==> config.mk <==
export PLATFORM = sky130hd
export DESIGN_NAME = lpt_mode_ctrl
export DESIGN_NICKNAME = d
export VERILOG_FILES = /design/src/rtl/lpt_pkg.sv /design/src/rtl/lpt_regs.sv /design/src/rtl/lpt_mode_dec.sv /design/src/rtl/lpt_irq.sv /design/src/rtl/lpt_mode_ctrl.sv
export SDC_FILE = /design/constraint.sdc
export NUM_CORES = 1
export LEC_CHECK = 0
export ABC_AREA = 1
export ABC_CLOCK_PERIOD_IN_PS = 800
export BUFFER_PORTS_ARGS = -buffer_cell sky130_fd_sc_hd__clkbuf_2
export CAP_MARGIN = 10
export CORE_MARGIN = 8
export CORE_UTILIZATION = 40
export CTS_CLUSTER_DIAMETER = 120
export DETAILED_ROUTE_END_ITERATION = 6
export GPL_TIMING_DRIVEN = 0
export PLACE_DENSITY_LB_ADDON = 0.08
export RECOVER_POWER = 100
export SLEW_MARGIN = 20
export SYNTH_ARGS = -nofsm -noshare
export SYNTH_HDL_FRONTEND = slang
export SYNTH_HIERARCHICAL = 1
export SYNTH_SLANG_ARGS = --single-unit
export TNS_END_PERCENT = 20
==> constraint.sdc <==
create_clock -name clk -period 0.8 [get_ports clk]
set_input_delay 0 -clock clk [delete_from_list [all_inputs] [get_ports clk]]
set_output_delay 0 -clock clk [all_outputs]
set_load 0.02 [all_outputs]
==> src/rtl/lpt_pkg.sv <==
package lpt_pkg;
  localparam int DATA_W    = 8;
  localparam int ADDR_W    = 2;
  localparam int N_CTL_PIN = 4;

  localparam logic [ADDR_W-1:0] ADR_DATA = 2'd0;
  localparam logic [ADDR_W-1:0] ADR_STAT = 2'd1;
  localparam logic [ADDR_W-1:0] ADR_CTRL = 2'd2;
  localparam logic [ADDR_W-1:0] ADR_EXT  = 2'd3;

  localparam int MODE_LSB = 5;
  localparam int MODE_W   = 3;
  localparam int DIR_BIT  = 5;
  localparam int IEN_BIT  = 4;
  localparam int FLAG_BIT = 2;

  localparam logic [MODE_W-1:0] MODE_SPP = 3'b000;
  localparam logic [MODE_W-1:0] MODE_PS2 = 3'b001;
  localparam logic [MODE_W-1:0] MODE_ECP = 3'b011;
  localparam logic [MODE_W-1:0] MODE_EPP = 3'b100;
endpackage

==> src/rtl/lpt_regs.sv <==
module lpt_regs
  import lpt_pkg::*;
#(
  parameter int DW = DATA_W,
  parameter int AW = ADDR_W
) (
  input  logic              clk,
  input  logic              rst,
  input  logic [AW-1:0]     addr,
  input  logic              wr,
  input  logic              rd,
  input  logic [DW-1:0]     wdata,
  input  logic              flag,
  output logic [DW-1:0]     rdata,
  output logic [DW-1:0]     data_q,
  output logic [MODE_W-1:0] mode_code,
  output logic              dir_bit,
  output logic              ien_bit,
  output logic              stat_rd
);
  logic [DW-1:0] ctrl_q, ext_q, stat_v;

  always_comb begin
    stat_v           = '0;
    stat_v[FLAG_BIT] = flag;
  end

  assign stat_rd   = rd && (addr == ADR_STAT);
  assign mode_code = ext_q[MODE_LSB +: MODE_W];
  assign dir_bit   = ctrl_q[DIR_BIT];
  assign ien_bit   = ctrl_q[IEN_BIT];

  always_ff @(posedge clk) begin
    if (rst) begin
      data_q <= '0;
      ctrl_q <= '0;
      ext_q  <= '0;
    end else if (wr) begin
      case (addr)
        ADR_DATA: data_q <= wdata;
        ADR_CTRL: ctrl_q <= wdata;
        ADR_EXT:  ext_q  <= wdata;
        default:  ;
      endcase
    end
  end

  always_ff @(posedge clk) begin
    if (rst) begin
      rdata <= '0;
    end else if (rd) begin
      case (addr)
        ADR_DATA: rdata <= data_q;
        ADR_STAT: rdata <= stat_v;
        ADR_CTRL: rdata <= ctrl_q;
        default:  rdata <= ext_q;
      endcase
    end
  end

  assert_ctrl_write_R7: assert property (@(posedge clk) disable iff (rst)
    (wr && addr == ADR_CTRL) |=> (dir_bit == $past(wdata[DIR_BIT]) && ien_bit == $past(wdata[IEN_BIT])));
endmodule

==> src/rtl/lpt_mode_dec.sv <==
module lpt_mode_dec
  import lpt_pkg::*;
#(
  parameter int DW    = DATA_W,
  parameter int NPINS = N_CTL_PIN
) (
  input  logic              clk,
  input  logic              rst,
  input  logic [MODE_W-1:0] mode_code,
  input  logic              dir_bit,
  input  logic [DW-1:0]     data_in,
  output logic [DW-1:0]     pd_out,
  output logic              pd_oe,
  output logic [NPINS-1:0]  pp_sel,
  output logic              is_epp,
  output logic              is_ecp
);
  logic epp_d, ecp_d, bidir_d;

  always_comb begin
    epp_d   = (mode_code == MODE_EPP);
    ecp_d   = (mode_code == MODE_ECP);
    bidir_d = (mode_code == MODE_PS2) || epp_d || ecp_d;
  end

  always_ff @(posedge clk) begin
    if (rst) begin
      pd_out <= '0;
      pd_oe  <= 1'b1;
      is_epp <= 1'b0;
      is_ecp <= 1'b0;
    end else begin
      pd_out <= data_in;
      pd_oe  <= bidir_d ? ~dir_bit : 1'b1;
      is_epp <= epp_d;
      is_ecp <= ecp_d;
    end
  end

  for (genvar p = 0; p < NPINS; p++) begin : g_pin
    always_ff @(posedge clk) begin
      if (rst) pp_sel[p] <= 1'b0;
      else     pp_sel[p] <= epp_d;
    end
  end

  assert_spp_drive_R2: assert property (@(posedge clk) disable iff (rst)
    (mode_code == MODE_SPP) |=> pd_oe);
  assert_ps2_dir_R3: assert property (@(posedge clk) disable iff (rst)
    (mode_code == MODE_PS2) |=> (pd_oe == !$past(dir_bit)));
  assert_epp_pp_R4: assert property (@(posedge clk) disable iff (rst)
    (mode_code == MODE_EPP) |=> (pp_sel == {NPINS{1'b1}}));
  assert_od_else_R4: assert property (@(posedge clk) disable iff (rst)
    (mode_code != MODE_EPP) |=> (pp_sel == '0));
  assert_flags_excl_R5: assert property (@(posedge clk) disable iff (rst)
    $onehot0({is_epp, is_ecp}));
  assert_fallback_R6: assert property (@(posedge clk) disable iff (rst)
    (mode_code inside {3'b010, 3'b101, 3'b110, 3'b111}) |=> (pd_oe && !is_epp && !is_ecp));
endmodule

==> src/rtl/lpt_irq.sv <==
module lpt_irq #(
  parameter int SYNC_STAGES = 2
) (
  input  logic clk,
  input  logic rst,
  input  logic ack_async,
  input  logic enable,
  input  logic stat_rd,
  output logic flag,
  output logic irq_n
);
  logic [SYNC_STAGES-1:0] sync_q;
  logic                   prev_q;
  logic                   rise;

  for (genvar s = 0; s < SYNC_STAGES; s++) begin : g_sync
    always_ff @(posedge clk) begin
      if (rst)        sync_q[s] <= 1'b0;
      else if (s == 0) sync_q[s] <= ack_async;
      else            sync_q[s] <= sync_q[(s == 0) ? 0 : s-1];
    end
  end

  assign rise = sync_q[SYNC_STAGES-1] & ~prev_q;

  always_ff @(posedge clk) begin
    if (rst) begin
      prev_q <= 1'b0;
      flag   <= 1'b0;
      irq_n  <= 1'b1;
    end else begin
      prev_q <= sync_q[SYNC_STAGES-1];
      if (!enable)      flag <= 1'b0;
      else if (rise)    flag <= 1'b1;
      else if (stat_rd) flag <= 1'b0;
      irq_n <= ~(flag & enable);
    end
  end

  assert_edge_sets_R8: assert property (@(posedge clk) disable iff (rst)
    (enable && rise) |=> flag);
  assert_read_clears_R9: assert property (@(posedge clk) disable iff (rst)
    (stat_rd && !rise) |=> !flag);
  assert_race_keeps_R10: assert property (@(posedge clk) disable iff (rst)
    (enable && rise && stat_rd) |=> flag);
  assert_disable_R11: assert property (@(posedge clk) disable iff (rst)
    (!enable) |=> irq_n);
endmodule

==> src/rtl/lpt_mode_ctrl.sv <==
module lpt_mode_ctrl
  import lpt_pkg::*;
#(
  parameter int DW          = DATA_W,
  parameter int AW          = ADDR_W,
  parameter int NPINS       = N_CTL_PIN,
  parameter int SYNC_STAGES = 2
) (
  input  logic             clk,
  input  logic             rst,
  input  logic [AW-1:0]    bus_addr,
  input  logic             wr_en,
  input  logic             rd_en,
  input  logic [DW-1:0]    wr_data,
  output logic [DW-1:0]    rd_data,
  input  logic             ack_in,
  output logic [DW-1:0]    pd_out,
  output logic             pd_oe,
  output logic [NPINS-1:0] ctl_push_pull,
  output logic             mode_epp,
  output logic             mode_ecp,
  output logic             irq_n
);
  logic [DW-1:0]     data_q;
  logic [MODE_W-1:0] mode_code;
  logic              dir_bit, ien_bit, stat_rd, flag;

  lpt_regs #(.DW(DW), .AW(AW)) u_regs (
    .clk(clk), .rst(rst), .addr(bus_addr), .wr(wr_en), .rd(rd_en),
    .wdata(wr_data), .flag(flag), .rdata(rd_data), .data_q(data_q),
    .mode_code(mode_code), .dir_bit(dir_bit), .ien_bit(ien_bit),
    .stat_rd(stat_rd)
  );

  lpt_mode_dec #(.DW(DW), .NPINS(NPINS)) u_dec (
    .clk(clk), .rst(rst), .mode_code(mode_code), .dir_bit(dir_bit),
    .data_in(data_q), .pd_out(pd_out), .pd_oe(pd_oe),
    .pp_sel(ctl_push_pull), .is_epp(mode_epp), .is_ecp(mode_ecp)
  );

  lpt_irq #(.SYNC_STAGES(SYNC_STAGES)) u_irq (
    .clk(clk), .rst(rst), .ack_async(ack_in), .enable(ien_bit),
    .stat_rd(stat_rd), .flag(flag), .irq_n(irq_n)
  );
endmodule

# Word-level counts from Yosys, hierarchy flattened
# Cells that the tools add are included.
[word_totals]
reg_bits = 48
inputBits = 15
out_inout_bits = 24
wordCells = 39
[op_classes]
eq_ne = 6
mux = 3
bitwise_logic = 7
n_reduce_logical = 10
[op_table]
columns = ["op", "count"]
rows = [
  ["$pmux 8 s3", 1],
  ["$reduce_and 2->1", 3],
  ["$not 1->1", 5],
  ["$eq 2x2->1 const B", 2],
  ["$reduce_or 2->1", 2],
  ["$eq 3x1->1 const B", 1],
  ["$eq 3x2->1 const B", 1],
  ["$eq 3x3->1 const B", 1],
  ["$and 1x1->1", 2],
  ["$eq 2x1->1 const B", 1],
  ["$logic_not 2->1", 1],
  ["$logic_or 1x1->1", 2],
  ["$mux 1", 2],
  ["$reduce_bool 2->1", 1],
  ["$logic_and 1x1->1", 1],
]

# Depth between registers and ports, before layout
# Gate-level depths: netlist of the first run.
[depth]
ltp_word = 5
depth_mapped = 6
depth_no_buf = 6

# By module
# Netlist of the first run, hierarchy kept.
[modules_own_cells]
columns = ["mod", "n_inst", "cells_each", "area_each_um2", "seq_area_each_um2"]
rows = [
  ["lpt_regs", 1, 175, 1326.3, 640.6],
  ["lpt_mode_dec", 1, 43, 369.1, 220.2],
  ["lpt_irq", 1, 19, 161.4, 100.1],
]

# Least setup slack after synthesis of the first run
# No wires, ideal clock.
[synth_path]
path_type = "register to register"
startpoint = "register u_regs.ext_q[5]"
endpoint = "register u_dec.pd_oe"
setup_ps = 113
arrival_time_ps = 644
required_time_ps = 687
path_slack_ps = 43
path_stages_with_launch = 6
n_path_buf = 1
synth_period_minus_slack_ps = 757
cell_sequence = "dfxtp_1 -> buf_4 -> nor2_1 -> nand2_1 -> nand2_1 -> nand2_1"
[synth_via]
elab_chain_cells = 5
word_cells_on_any_way = 7
cone_classes = "3 x eq/ne; 1 x bitwise; 3 x reduce/logical"
[synth_rtl]
columns = ["item", "line_no", "source"]
rows = [
  ["from (decl)", "lpt_regs.sv:21", "logic [DW-1:0] ctrl_q, ext_q, stat_v;"],
  ["from (signal assigned)", "lpt_regs.sv:42", "ADR_EXT: ext_q <= wdata;"],
  ["$eq 3x1->1 / $eq 3x3->1 (equally long branches)", "lpt_mode_dec.sv:23, lpt_mode_dec.sv:21", ""],
  ["$logic_or 1x1->1", "lpt_mode_dec.sv:23", "bidir_d = (mode_code == MODE_PS2) || epp_d || ecp_d;"],
  ["$logic_or 1x1->1 *", "lpt_mode_dec.sv:23", ""],
  ["$not 1->1 (no source line) *", "--", ""],
  ["$reduce_or 2->1 (no source line) *", "--", ""],
  ["to (signal assigned)", "lpt_mode_dec.sv:34", "pd_oe <= bidir_d ? ~dir_bit : 1'b1;"],
  ["to (decl)", "lpt_mode_dec.sv:13", "output logic pd_oe,"],
]
# Every way passes the cells marked *; elsewhere a longest branch is shown, timed or not.
# A chain may end at the register's enable or synchronous reset.

==> results.txt, run 1 <==
The cell at the root of the clock tree is sky130_fd_sc_hd__clkbuf_8. Setup repair after global routing could not meet its margin everywhere. In the synthesized netlist the async set-or-reset flop fraction comes to 0. The number of H-tree levels came out at 2. The worst setup path category is flop to output pin.

The count of standard-cell rows came out at 24. The number of antenna violations at the first check in global routing was 0. The gate count after technology mapping is about 240.

The leakage power is 1.04 nW. The congestion estimate from routability-driven global placement came to slightly above 0.8. The minimum setup slack in the final design came out at -0.108 ns. Yosys mapped the design onto 22 distinct sky130hd cell types. The proportion of layout cells with a drive suffix above 1 came out at 0.322.

CTS saw between 40 and 50 sinks. In this run the standard cell core region covers 0.00441 mm². The net count of the finished layout came out at 306. For the pin with the worst max-slew slack, the measured transition is 0.383 ns. The clock-pin transition on the worst setup and hold timing paths is 0.08 ns.

The netlist area before placement came out at 0.00186 mm². The clock latency reported for the late side of the worst-skew pair is 0.30 ns. In this run the remaining antenna-violating nets after routing total 0. The worst-case headroom to the max-slew limit is 0.745. The commonest cells after synthesis are sky130_fd_sc_hd__dfxtp_1 (48), sky130_fd_sc_hd__nor2_1 (40), sky130_fd_sc_hd__o21ai_0 (37). The count of flip-flops with a built-in enable after synthesis is 0. In the routed layout, each cell is associated on average with a via count of about 4.5. The clock share of power is 0.355. The checks that failed: negative setup slack. The top-level port count is 39. The buffer depth of the longest clock path is 2. The number of buffers added on ports is 38.

The post-synthesis area per instance came out at 7.83 µm². The highest net fanout along the worst path came out at 5. STA puts the critical path data required time at 0.80 ns. The share of the Yosys chip area taken by registers is 0.518. The height of the die came out at 84.1 µm. Once layout is complete, the utilization of the core stands at 0.560.

The HPWL after detailed placement is 3170 µm. By area the synthesized netlist is led by sky130_fd_sc_hd__dfxtp_1 (52%), sky130_fd_sc_hd__o21ai_0 (10%), sky130_fd_sc_hd__nor2_1 (8.1%). The switching power is between 1 and 1.5 mW. For this design the ratio of total power to cell area is 1980 mW/mm².

For this run, the leading register cell type out of synthesis is sky130_fd_sc_hd__dfxtp_1. The first global-routing pass estimated 7180 µm of wire. The largest total area in the synthesized netlist belongs to sky130_fd_sc_hd__dfxtp_1. The synthesized netlist net count is 252. Yosys instantiated no cell more often than sky130_fd_sc_hd__dfxtp_1. Data arrives at the worst endpoint at ~0.9 ns. The count of final setup violators came out at 7. The highest achievable clock rate came out at 1100 MHz. The run finished, with violations left.

The number of max-slew violations in the final report came out at 0. Of the total power, the share spent switching nets is 0.248. The final worst-path cycle share is 1.14. The final antenna diode count came out at 0. The total routing usage reported by global routing is 0.123.

The number of filler cells placed in the layout came out at between 400 and 500. Final hold analysis gives a worst-case slack of 0.0215 ns. The die covers 0.00708 mm². The total grt overflow is 0. The category of the worst setup path launch point is a flop. The reported max-cap violation count is 0. The final hold violation count came to 0. The via count of the first global-routing pass came out at 1471. Wires add up to 4330 µm. The starting utilization of the core area is 0.421.

The top cell type's share of synthesized area came out at 0.518. Entering global routing, the biggest net connects 16 pins. Cell internal power was estimated by the tool at 3.68 mW. The first-pass iteration count of the detailed router is 4. The post-detailed-route wirelength per cell came out at 12.6 µm.

The synthesis warning total is 6. The share of total power dissipated in sequential elements is 0.522. Between clock sinks in the finished design, the worst skew comes to 0.00488 ns. The synthesis-to-layout area growth came out at 33.2%. The worst setup path is captured at an output pin. The setup slack at placement came out at -0.444 ns. The tightest min-delay check is of the input pin to flop type. The part of the total power dissipated in combinational logic came out at 0.123. The number of synthesized register bits came out at 48.

TritonCTS created 5 clock buffers. The shortest period the worst path allows is 0.908 ns. The peak supply drop is 0.990 mV. For this run, design rule violations remaining after detail routing come to 0. The TritonCTS clock tree is yes. Across all layers, the routed design uses around 1600 vias. The overall die width is around 84 µm. The DRC marker count from the first detailed-route iteration is 68.
## layer usage
layer,share of wire,GRT usage,up-vias
met5,0,0,-
met4,0.0072,0.0455,0
met3,0.068,0.0551,4
met2,0.47,0.189,36
met1,0.45,0.148,674
li1,-,-,849
## power groups by stage
| stage | clock network, mW | registers [mW] | logic [mW] |
|---|---|---|---|
| 6_report | 1.74 | 2.55 | 0.603 |
| 5_1_grt | 1.90 | 2.57 | 0.667 |
| 4_1_cts | 1.78 | 2.55 | 0.581 |
| 3_5_place_dp | 0 | 2.60 | 0.504 |
| 3_3_place_gp | 0 | 2.59 | 0.500 |
| 2_1_floorplan | 0 | 2.63 | 0.277 |
## cell type report
cell class | instances | area (µm²) | share of cell area
plain buffers | 12 | 108 | 0.0435
clock buffers | 5 | 68.8 | 0.0278
clock inverters | 3 | 42.5 | 0.0172
inverters | 37 | 140 | 0.0567
multi-input cells | 139 | 679 | 0.275
flip-flops and latches | 48 | 981 | 0.397
well taps | 52 | 65.1 | 0.0263
repair buffers | 48 | 388 | 0.157
## final timing paths
check / slack [ns] / startpoint / cells after the start / end
max: -0.11 / u_dec/pp_sel[3]$_SDFF_PP0_ / 2 / ctl_push_pull[0]
min: 0.02 / wr_data[2] / 3 / u_regs/data_q[2]$_SDFFE_PP0P_
max reg2reg: 0.01 / u_regs/ext_q[5]$_SDFFE_PP0P_ / 5 / u_dec/pd_oe$_SDFF_PP1_
min reg2reg: 0.41 / u_irq/sync_q[0]$_SDFF_PP0_ / 2 / u_irq/sync_q[1]$_SDFF_PP0_
## sequential cells by signal (all words and copies together), names as in the netlist
signal         count
u_irq/prev_q       1
u_irq/irq_n        1
u_dec/pd_oe        1
u_dec/is_ecp       1
u_irq/flag         1
u_regs/data_q      8
u_dec/pd_out       8
u_regs/ext_q       8
u_regs/ctrl_q      8
u_dec/pp_sel       1
u_irq/sync_q       2
u_regs/rdata       8
## kinds of logic (layout without fill, tap and decap cells)
| group | Yosys count | after routing | synth area share |
|---|---|---|---|
| buffers and inverters | 50 | 105 | 0.127 |
| flip-flops | 48 | 48 | 0.518 |
| AO/OA/AOI/OAI | 63 | 63 | 0.177 |
| AND/OR/NAND/NOR | 76 | 76 | 0.179 |
## placed cells by master, fill, tap and decap left out, drive strengths merged
master and n:
nor2 42, clkinvlp 1, a21oi 21, nand2 26, clkbuf 24, buf 34
o21ai 41, nor3 2, inv 36, nand3 6, clkinv 2, a31oi 1
bufinv 1, dlygate4sd3 7, dfxtp 48
## stage by stage
stage          TNS (ns)  power [mW]  instance area, µm²  instances
3_3_place_gp      -8.94        3.10                2110        327
3_5_place_dp      -8.98        3.10                2110        327
4_1_cts          -0.565        4.91                2420        342
2_1_floorplan         0        2.91                1860        237
6_report         -0.530        4.89                2470        344
5_1_grt           -1.52        5.13                2470        344
## worst max-delay path: stages, from the launching register on
cell and delay, ns:
sky130_fd_sc_hd__dfxtp_4 0.37, sky130_fd_sc_hd__buf_6 0.12, sky130_fd_sc_hd__buf_8 0.12
## timing repair
action,CTS,global route
pin swaps,0,8
hold buffers,7,0
endpoints found under the setup margin,34,42
setup buffers,0,3
hold endpoints to repair,8,0
resized for setup,41,63
Power figures use the tool's default switching activity.
==> run 2: changes to the inputs <==
CORE_UTILIZATION = 29   (was 40)
TNS_END_PERCENT = unset   (was 20)
==> results.txt, run 2 (synthesized netlist as in run 1, its figures left out) <==
Run status: complete, but fails checks (unchanged). Failing checks: negative setup slack (unchanged). The highest achievable clock rate came out at 1110 MHz (was 1100 MHz).

The setup slack at placement is -0.492 ns (was -0.444 ns). The number of H-tree levels is 2 (unchanged). The final non-filler cell area came to 0.00260 mm² (was 0.00247 mm²). The number of buffer and inverter stages on the critical path is 2 (unchanged). The first-pass iteration count of the detailed router came out at 4 (unchanged). The shortest period the worst path allows came to 0.903 ns (was 0.908 ns). The via count of the first global-routing pass came out at 1540 (was 1471). RSZ-0062 raised after global routing: true (unchanged).

The wire length reported by the detailed router is 4700 µm (was 4330 µm). The final HPWL from detailed placement is 3430 µm (was 3170 µm). The net count of the finished layout is 307 (was 306). The final antenna diode count was 0 (unchanged).

The category of the worst setup path launch point is a flop (unchanged). The most frequent standard cell in the layout excluding fill and tap cells was sky130_fd_sc_hd__nor2_1 (unchanged). The overall die width is 96.0 µm (was 84.1 µm). The number of max-slew violations in the final report was 0 (unchanged). The reported max-cap violation count is 0 (unchanged). The peak supply drop is 0.762 mV (was 0.990 mV). The final hold violation count came out at 0 (unchanged). The height of the die came out at 96.0 µm (was 84.1 µm). The clock-pin transition on the worst setup and hold timing paths is 0.08 ns (about the same). The leakage power came out at 1.08 nW (was 1.04 nW). The top-level port count is 39 (unchanged).

The cell class contributing the biggest share of worst-path delay was flip-flops (unchanged). The final weighted congestion of routability-driven global placement came out at 0.726 (was 0.809). The timing startpoint of the critical path is u_dec/pp_sel[3]$_SDFF_PP0_ (unchanged).

The kind of end point of the critical path is an output pin (unchanged). The startpoint of the lowest-slack register-to-register path is u_regs/data_q[1]$_SDFFE_PP0P_ (was u_regs/ext_q[5]$_SDFFE_PP0P_). The DRC marker count from the first detailed-route iteration is 66 (was 68). The worst hold path startpoint is wr_data[2] (unchanged). The synthesis-to-layout area growth was 39.8% (was 33.2%). The buffer depth of the longest clock path is 2 (unchanged). The placed instance area is 0.00214 mm² (was 0.00211 mm²). The number of cells on the critical path came out at 2 (unchanged).

The area of the core region came to 0.00628 mm² (was 0.00441 mm²). The measured slew at the worst slew-check pin was 0.399 ns (was 0.383 ns). The worst setup slack for register-to-register paths is 0.03 ns (was 0.01 ns).

The data arrival time of the worst path was 0.90 ns (was 0.91 ns). The total routing usage reported by global routing is 0.109 (was 0.123). The data required time of the critical path is 0.80 ns (about the same). The routed via count was 1595 (was 1563). The clock latency reported for the late side of the worst-skew pair came out at 0.30 ns (about the same). The number of antenna violations at the first check in global routing is 0 (unchanged).

Commonest non-fill, non-tap cells in the layout: sky130_fd_sc_hd__nor2_1 (38), sky130_fd_sc_hd__inv_1 (29), sky130_fd_sc_hd__dfxtp_1 (27) (was sky130_fd_sc_hd__nor2_1 (38), sky130_fd_sc_hd__dfxtp_1 (34), sky130_fd_sc_hd__inv_1 (32)). The highest cell delay on the worst timing path was 0.37 ns (about the same). The antenna violation net count after detailed routing came out at 0 (unchanged). The final worst-path cycle share is 1.13 (was 1.14). The total grt overflow is 0 (unchanged).

The number of clock sinks is 48 (unchanged). The proportion of layout cells with a drive suffix above 1 was 0.392 (was 0.322). The worst setup path category is flop to output pin (unchanged). The highest net fanout along the worst path came out at 5 (unchanged). Cell breakdown of the critical path: buf_6, buf_8 (unchanged).

The worst-case headroom to the max-slew limit came out at 0.734 (was 0.745). The post-detailed-route wirelength per cell is 12.7 µm (was 12.6 µm). The worst setup path endpoint is ctl_push_pull[1] (was ctl_push_pull[0]). The number of buffers created by CTS came out at 5 (unchanged).

The setup TNS after final layout came out at -0.463 ns (was -0.530 ns). The starting utilization of the core area came out at 0.296 (was 0.421). The wire length of the first global-routing pass is 7780 µm (was 7180 µm). The count of final setup violators came to 5 (was 7). The number of vias per cell after detailed routing is 4.31 (was 4.54). The post-detailed-route DRC marker count is 0 (unchanged). The reg-to-reg critical path endpoint is u_regs/rdata[1]$_SDFFE_PP0P_ (was u_dec/pd_oe$_SDFF_PP1_). The TritonCTS clock tree was yes (unchanged). The maximum number of pins on one net before global-route repair is 15 (was 16). The logic depth of the worst register-to-register path is 4 (was 5). The path class of the lowest-slack min-delay path is input pin to flop (unchanged). The power density relative to cell area came out at 1910 mW/mm² (was 1980 mW/mm²). The cell at the root of the clock tree was sky130_fd_sc_hd__clkbuf_8 (unchanged).

The cell with the largest stage delay on the worst path is sky130_fd_sc_hd__dfxtp_4 (unchanged). The final setup skew is 0.00718 ns (was 0.00488 ns). The die outline area came out at 0.00922 mm² (was 0.00708 mm²). The number of buffers added on ports is 38 (unchanged). The count of standard-cell rows came out at 29 (was 24).

The minimum setup slack in the final design came out at -0.103 ns (was -0.108 ns).
-- run 2: cell count changes in the layout (fill, tap and decap cells not counted), sizes merged --
cell / delta
buf: +4
clkbuf: -1
clkinv: +1
dlygate4sd3: -1
inv: -2
-- run 2: worst min-delay path by stage --
| stage | end | depth (start not counted) |
|---|---|---|
| floorplan | u_regs/ctrl_q[2]$_SDFFE_PP0P_ | 1 |
| finish | u_regs/ctrl_q[2]$_SDFFE_PP0P_ | 3 |
| detailed placement | u_irq/sync_q[0]$_SDFF_PP0_ | 3 |
| global route | u_regs/ext_q[4]$_SDFFE_PP0P_ | 3 |
| global placement | u_irq/sync_q[0]$_SDFF_PP0_ | 3 |
| CTS | u_regs/ctrl_q[2]$_SDFFE_PP0P_ | 3 |
-- run 2: stage by stage --
step                hold WS, ns  power (mW)   util  cells
CTS                     0.00607        4.93  0.391    366
detailed placement        0.197        3.11  0.341    352
global placement          0.196        3.11  0.341    352
global route            0.00898        5.20  0.414    370
floorplan                0.0691        2.91      -    237
finish                  0.00501        4.95  0.414    370
-- run 2: layout make-up --
cell class	instances	area (µm²)
Buffer	11	96.3
Clock buffer	6	72.6
Clock inverter	2	35.0
Fill cell	648	3680
Inverter	37	145
Multi-Input combinational cell	139	717
Sequential cell	48	990
Tap cell	77	96.3
Timing Repair Buffer	50	444
-- run 2: worst reg2reg max path, cell delays in order (launching register included) --
cell	delay, ns
sky130_fd_sc_hd__dfxtp_2	0.34
sky130_fd_sc_hd__nand2_2	0.06
sky130_fd_sc_hd__o21ai_2	0.05
sky130_fd_sc_hd__nor2_1	0.15
sky130_fd_sc_hd__nor2_1	0.07
-- run 2: per-layer routing --
metal  routed length, µm  share of wire  up-vias  global-route usage
li1                    -              -      852                   -
met1                2190           0.47      705               0.135
met2                2140           0.46       33               0.174
met3                 324          0.069        5              0.0343
met4                  39         0.0083        0              0.0346
met5                   0              0        -                   0
-- run 2: report_power, final --
group / total (mW) / switching (mW) / leakage, nW / internal [mW]
Sequential: 2.56 / 0.0623 / 0.401 / 2.50
Clock: 1.74 / 0.810 / 0.0552 / 0.929
Combinational: 0.647 / 0.363 / 0.628 / 0.283
-- run 2: repair_timing --
action,in CTS,in global routing
resized for setup,48,73
endpoints found under the hold margin,7,0
hold buffers,6,0
cloned,0,0
setup buffers,2,4
pin swaps,5,9
endpoints found under the setup margin,34,46
==> run 3: changes to the inputs <==
CORE_UTILIZATION = 38   (was 29)
==> results.txt, run 3 (synthesized netlist as in run 1, its figures left out) <==
The path class of the lowest-slack min-delay path was input pin to flop (unchanged). The number of antenna violations at the first check in global routing was 0 (unchanged). Failing checks: negative setup slack (unchanged).

The final HPWL from detailed placement is 3180 µm (was 3430 µm). The wire length of the first global-routing pass is 7030 µm (was 7780 µm). The switching power came out at 1.16 mW (was 1.24 mW). The count of final setup violators is 7 (was 5). The number of vias per cell after detailed routing came out at 4.37 (was 4.31). The final worst-path cycle share is 1.11 (was 1.13). The reported max-cap violation count came to 0 (unchanged). RSZ-0062 raised after global routing: true (unchanged). The overall die width came out at 85.9 µm (was 96.0 µm). The worst hold path startpoint is wr_data[4] (was wr_data[2]). The switching fraction of total power is 0.252 (was 0.250).

The internal power contribution is 3.44 mW (was 3.71 mW). The category of the worst setup path launch point is a flop (unchanged). The setup slack at placement came out at -0.500 ns (was -0.492 ns).

The post-detailed-route wirelength per cell came out at 12.0 µm (was 12.7 µm). The startpoint of the lowest-slack register-to-register path is u_regs/data_q[2]$_SDFFE_PP0P_ (was u_regs/data_q[1]$_SDFFE_PP0P_). The final antenna diode count is 0 (unchanged). The kind of end point of the critical path is an output pin (unchanged). The data required time of the critical path is 0.80 ns (about the same). The end-of-flow core utilization came out at 0.517 (was 0.414). The area of the core region came out at 0.00472 mm² (was 0.00628 mm²).

The cell class contributing the biggest share of worst-path delay is flip-flops (unchanged). The final setup skew is 0.00337 ns (was 0.00718 ns). The routed via count came to 1559 (was 1595).

Run status: complete, but fails checks (unchanged). The cell count after placement came out at 342 (was 352). The count of standard-cell rows came out at 25 (was 29). The height of the die came to 85.9 µm (was 96.0 µm). The measured slew at the worst slew-check pin is 0.368 ns (was 0.399 ns). The proportion of layout cells with a drive suffix above 1 came to 0.348 (was 0.392). The buffer depth of the longest clock path came out at 2 (unchanged).

The number of H-tree levels came to 2 (unchanged). The total routing usage reported by global routing is 0.121 (was 0.109). The final weighted congestion of routability-driven global placement is 0.804 (was 0.726). The antenna violation net count after detailed routing is 0 (unchanged). The worst hold slack is 0.0120 ns (was 0.00501 ns). The final hold violation count is 0 (unchanged). The shortest period the worst path allows is 0.891 ns (was 0.903 ns).

The highest achievable clock rate came out at 1120 MHz (was 1110 MHz). The number of buffer and inverter stages on the critical path is 2 (unchanged). The final non-filler cell area is 0.00244 mm² (was 0.00260 mm²). The starting utilization of the core area is 0.393 (was 0.296). The timing startpoint of the critical path is u_dec/pp_sel[3]$_SDFF_PP0_ (unchanged). The placed instance area came out at 0.00213 mm² (was 0.00214 mm²). The worst setup path category was flop to output pin (unchanged). The TritonCTS clock tree is yes (unchanged).

The total grt overflow came out at 0 (unchanged). The synthesis-to-layout area growth came out at 31.6% (was 39.8%). The first-pass iteration count of the detailed router is 4 (unchanged). The clock latency reported for the late side of the worst-skew pair is 0.30 ns (about the same). The top-level port count is 39 (unchanged).

The number of buffers added on ports is 38 (unchanged). The part of the total power dissipated in combinational logic came out at 0.128 (was 0.131). The number of buffers created by CTS was 5 (unchanged). The most frequent standard cell in the layout excluding fill and tap cells is sky130_fd_sc_hd__nor2_1 (unchanged). The final cell count without fillers came out at 357 (was 370). The clock-pin transition on the worst setup and hold timing paths is 0.08 ns (about the same). The via count of the first global-routing pass was 1483 (was 1540). The net count of the finished layout is 304 (was 307). The power density relative to cell area is 1880 mW/mm² (was 1910 mW/mm²). The worst-case headroom to the max-slew limit came out at 0.754 (was 0.734). The sequential group share of total power is 0.553 (was 0.518). The die outline area came out at 0.00738 mm² (was 0.00922 mm²). The total power draw came out at 4.61 mW (was 4.95 mW). The wire length reported by the detailed router is 4290 µm (was 4700 µm).

The number of clock sinks came out at 48 (unchanged). The cell at the root of the clock tree is sky130_fd_sc_hd__clkbuf_8 (unchanged). The highest net fanout along the worst path came to 5 (unchanged). The number of filler cells placed in the layout is 499 (was 648). The clock share of power is 0.318 (was 0.352). The highest cell delay on the worst timing path is 0.34 ns (was 0.37 ns). The setup TNS after final layout came out at -0.450 ns (was -0.463 ns). The DRC marker count from the first detailed-route iteration came out at 111 (was 66). The number of max-slew violations in the final report is 0 (unchanged). The post-detailed-route DRC marker count was 0 (unchanged). The data arrival time of the worst path was 0.89 ns (was 0.90 ns). The peak supply drop came to 1.03 mV (was 0.762 mV).

The leakage power came out at 1.03 nW (was 1.08 nW). The minimum setup slack in the final design is -0.0905 ns (was -0.103 ns). Cell breakdown of the critical path: buf_4, buf_8 (was buf_6, buf_8). Commonest non-fill, non-tap cells in the layout: sky130_fd_sc_hd__nor2_1 (39), sky130_fd_sc_hd__dfxtp_1 (33), sky130_fd_sc_hd__inv_1 (30) (was sky130_fd_sc_hd__nor2_1 (38), sky130_fd_sc_hd__inv_1 (29), sky130_fd_sc_hd__dfxtp_1 (27)). The cell with the largest stage delay on the worst path was sky130_fd_sc_hd__dfxtp_2 (was sky130_fd_sc_hd__dfxtp_4). The maximum number of pins on one net before global-route repair is 14 (was 15).
-- run 3: cell type report --
type                    instances  area [µm²]  area share
plain buffers                  11        78.8      0.0323
clock buffers                   8        90.1      0.0369
inverters                      37         141      0.0579
multi-input cells             139         704       0.288
flip-flops and latches         48         982       0.402
well taps                      67        83.8      0.0343
repair buffers                 47         363       0.148
-- run 3: what timing repair did --
| action | in CTS | in global routing |
|---|---|---|
| endpoints found under the setup margin | 33 | 39 |
| hold endpoints to repair | 8 | 0 |
| hold buffers | 6 | 0 |
| buffers inserted | 2 | 1 |
| pin swaps | 4 | 13 |
| gates resized for setup | 34 | 68 |
-- run 3: worst register-to-register path, cell delays in order, from the launching register on --
cell and delay (ns):
sky130_fd_sc_hd__dfxtp_1 0.37, sky130_fd_sc_hd__nand2_2 0.08, sky130_fd_sc_hd__nand3_2 0.09, sky130_fd_sc_hd__nand2_2 0.05, sky130_fd_sc_hd__a21oi_2 0.12
-- run 3: power groups by stage --
| stage | combinational (mW) | clock (mW) | sequential (mW) |
|---|---|---|---|
| after floorplan | 0.277 | 0 | 2.63 |
| after global placement | 0.503 | 0 | 2.59 |
| after detailed placement | 0.506 | 0 | 2.60 |
| after CTS | 0.567 | 1.51 | 2.55 |
| after global routing | 0.653 | 1.62 | 2.56 |
| final | 0.591 | 1.47 | 2.55 |
-- run 3: path summary, 6_finish.rpt --
path                                        to  cells past startpoint  slack (ns)
setup / recovery              ctl_push_pull[0]                      2       -0.09
hold / removal    u_regs/ext_q[4]$_SDFFE_PP0P_                      3        0.01
setup reg to reg  u_regs/rdata[2]$_SDFFE_PP0P_                      4        0.02
hold reg to reg     u_irq/sync_q[1]$_SDFF_PP0_                      2        0.42
-- run 3: metal layers --
metal | GRT usage | vias to the layer above | share of wire | routed length (µm)
met2 | 0.188 | 38 | 0.46 | 1980
met4 | 0.0478 | 0 | 0.014 | 61
li1 | - | 848 | - | -
met3 | 0.0439 | 6 | 0.070 | 301
met1 | 0.148 | 667 | 0.46 | 1950
met5 | 0 | - | 0 | 0
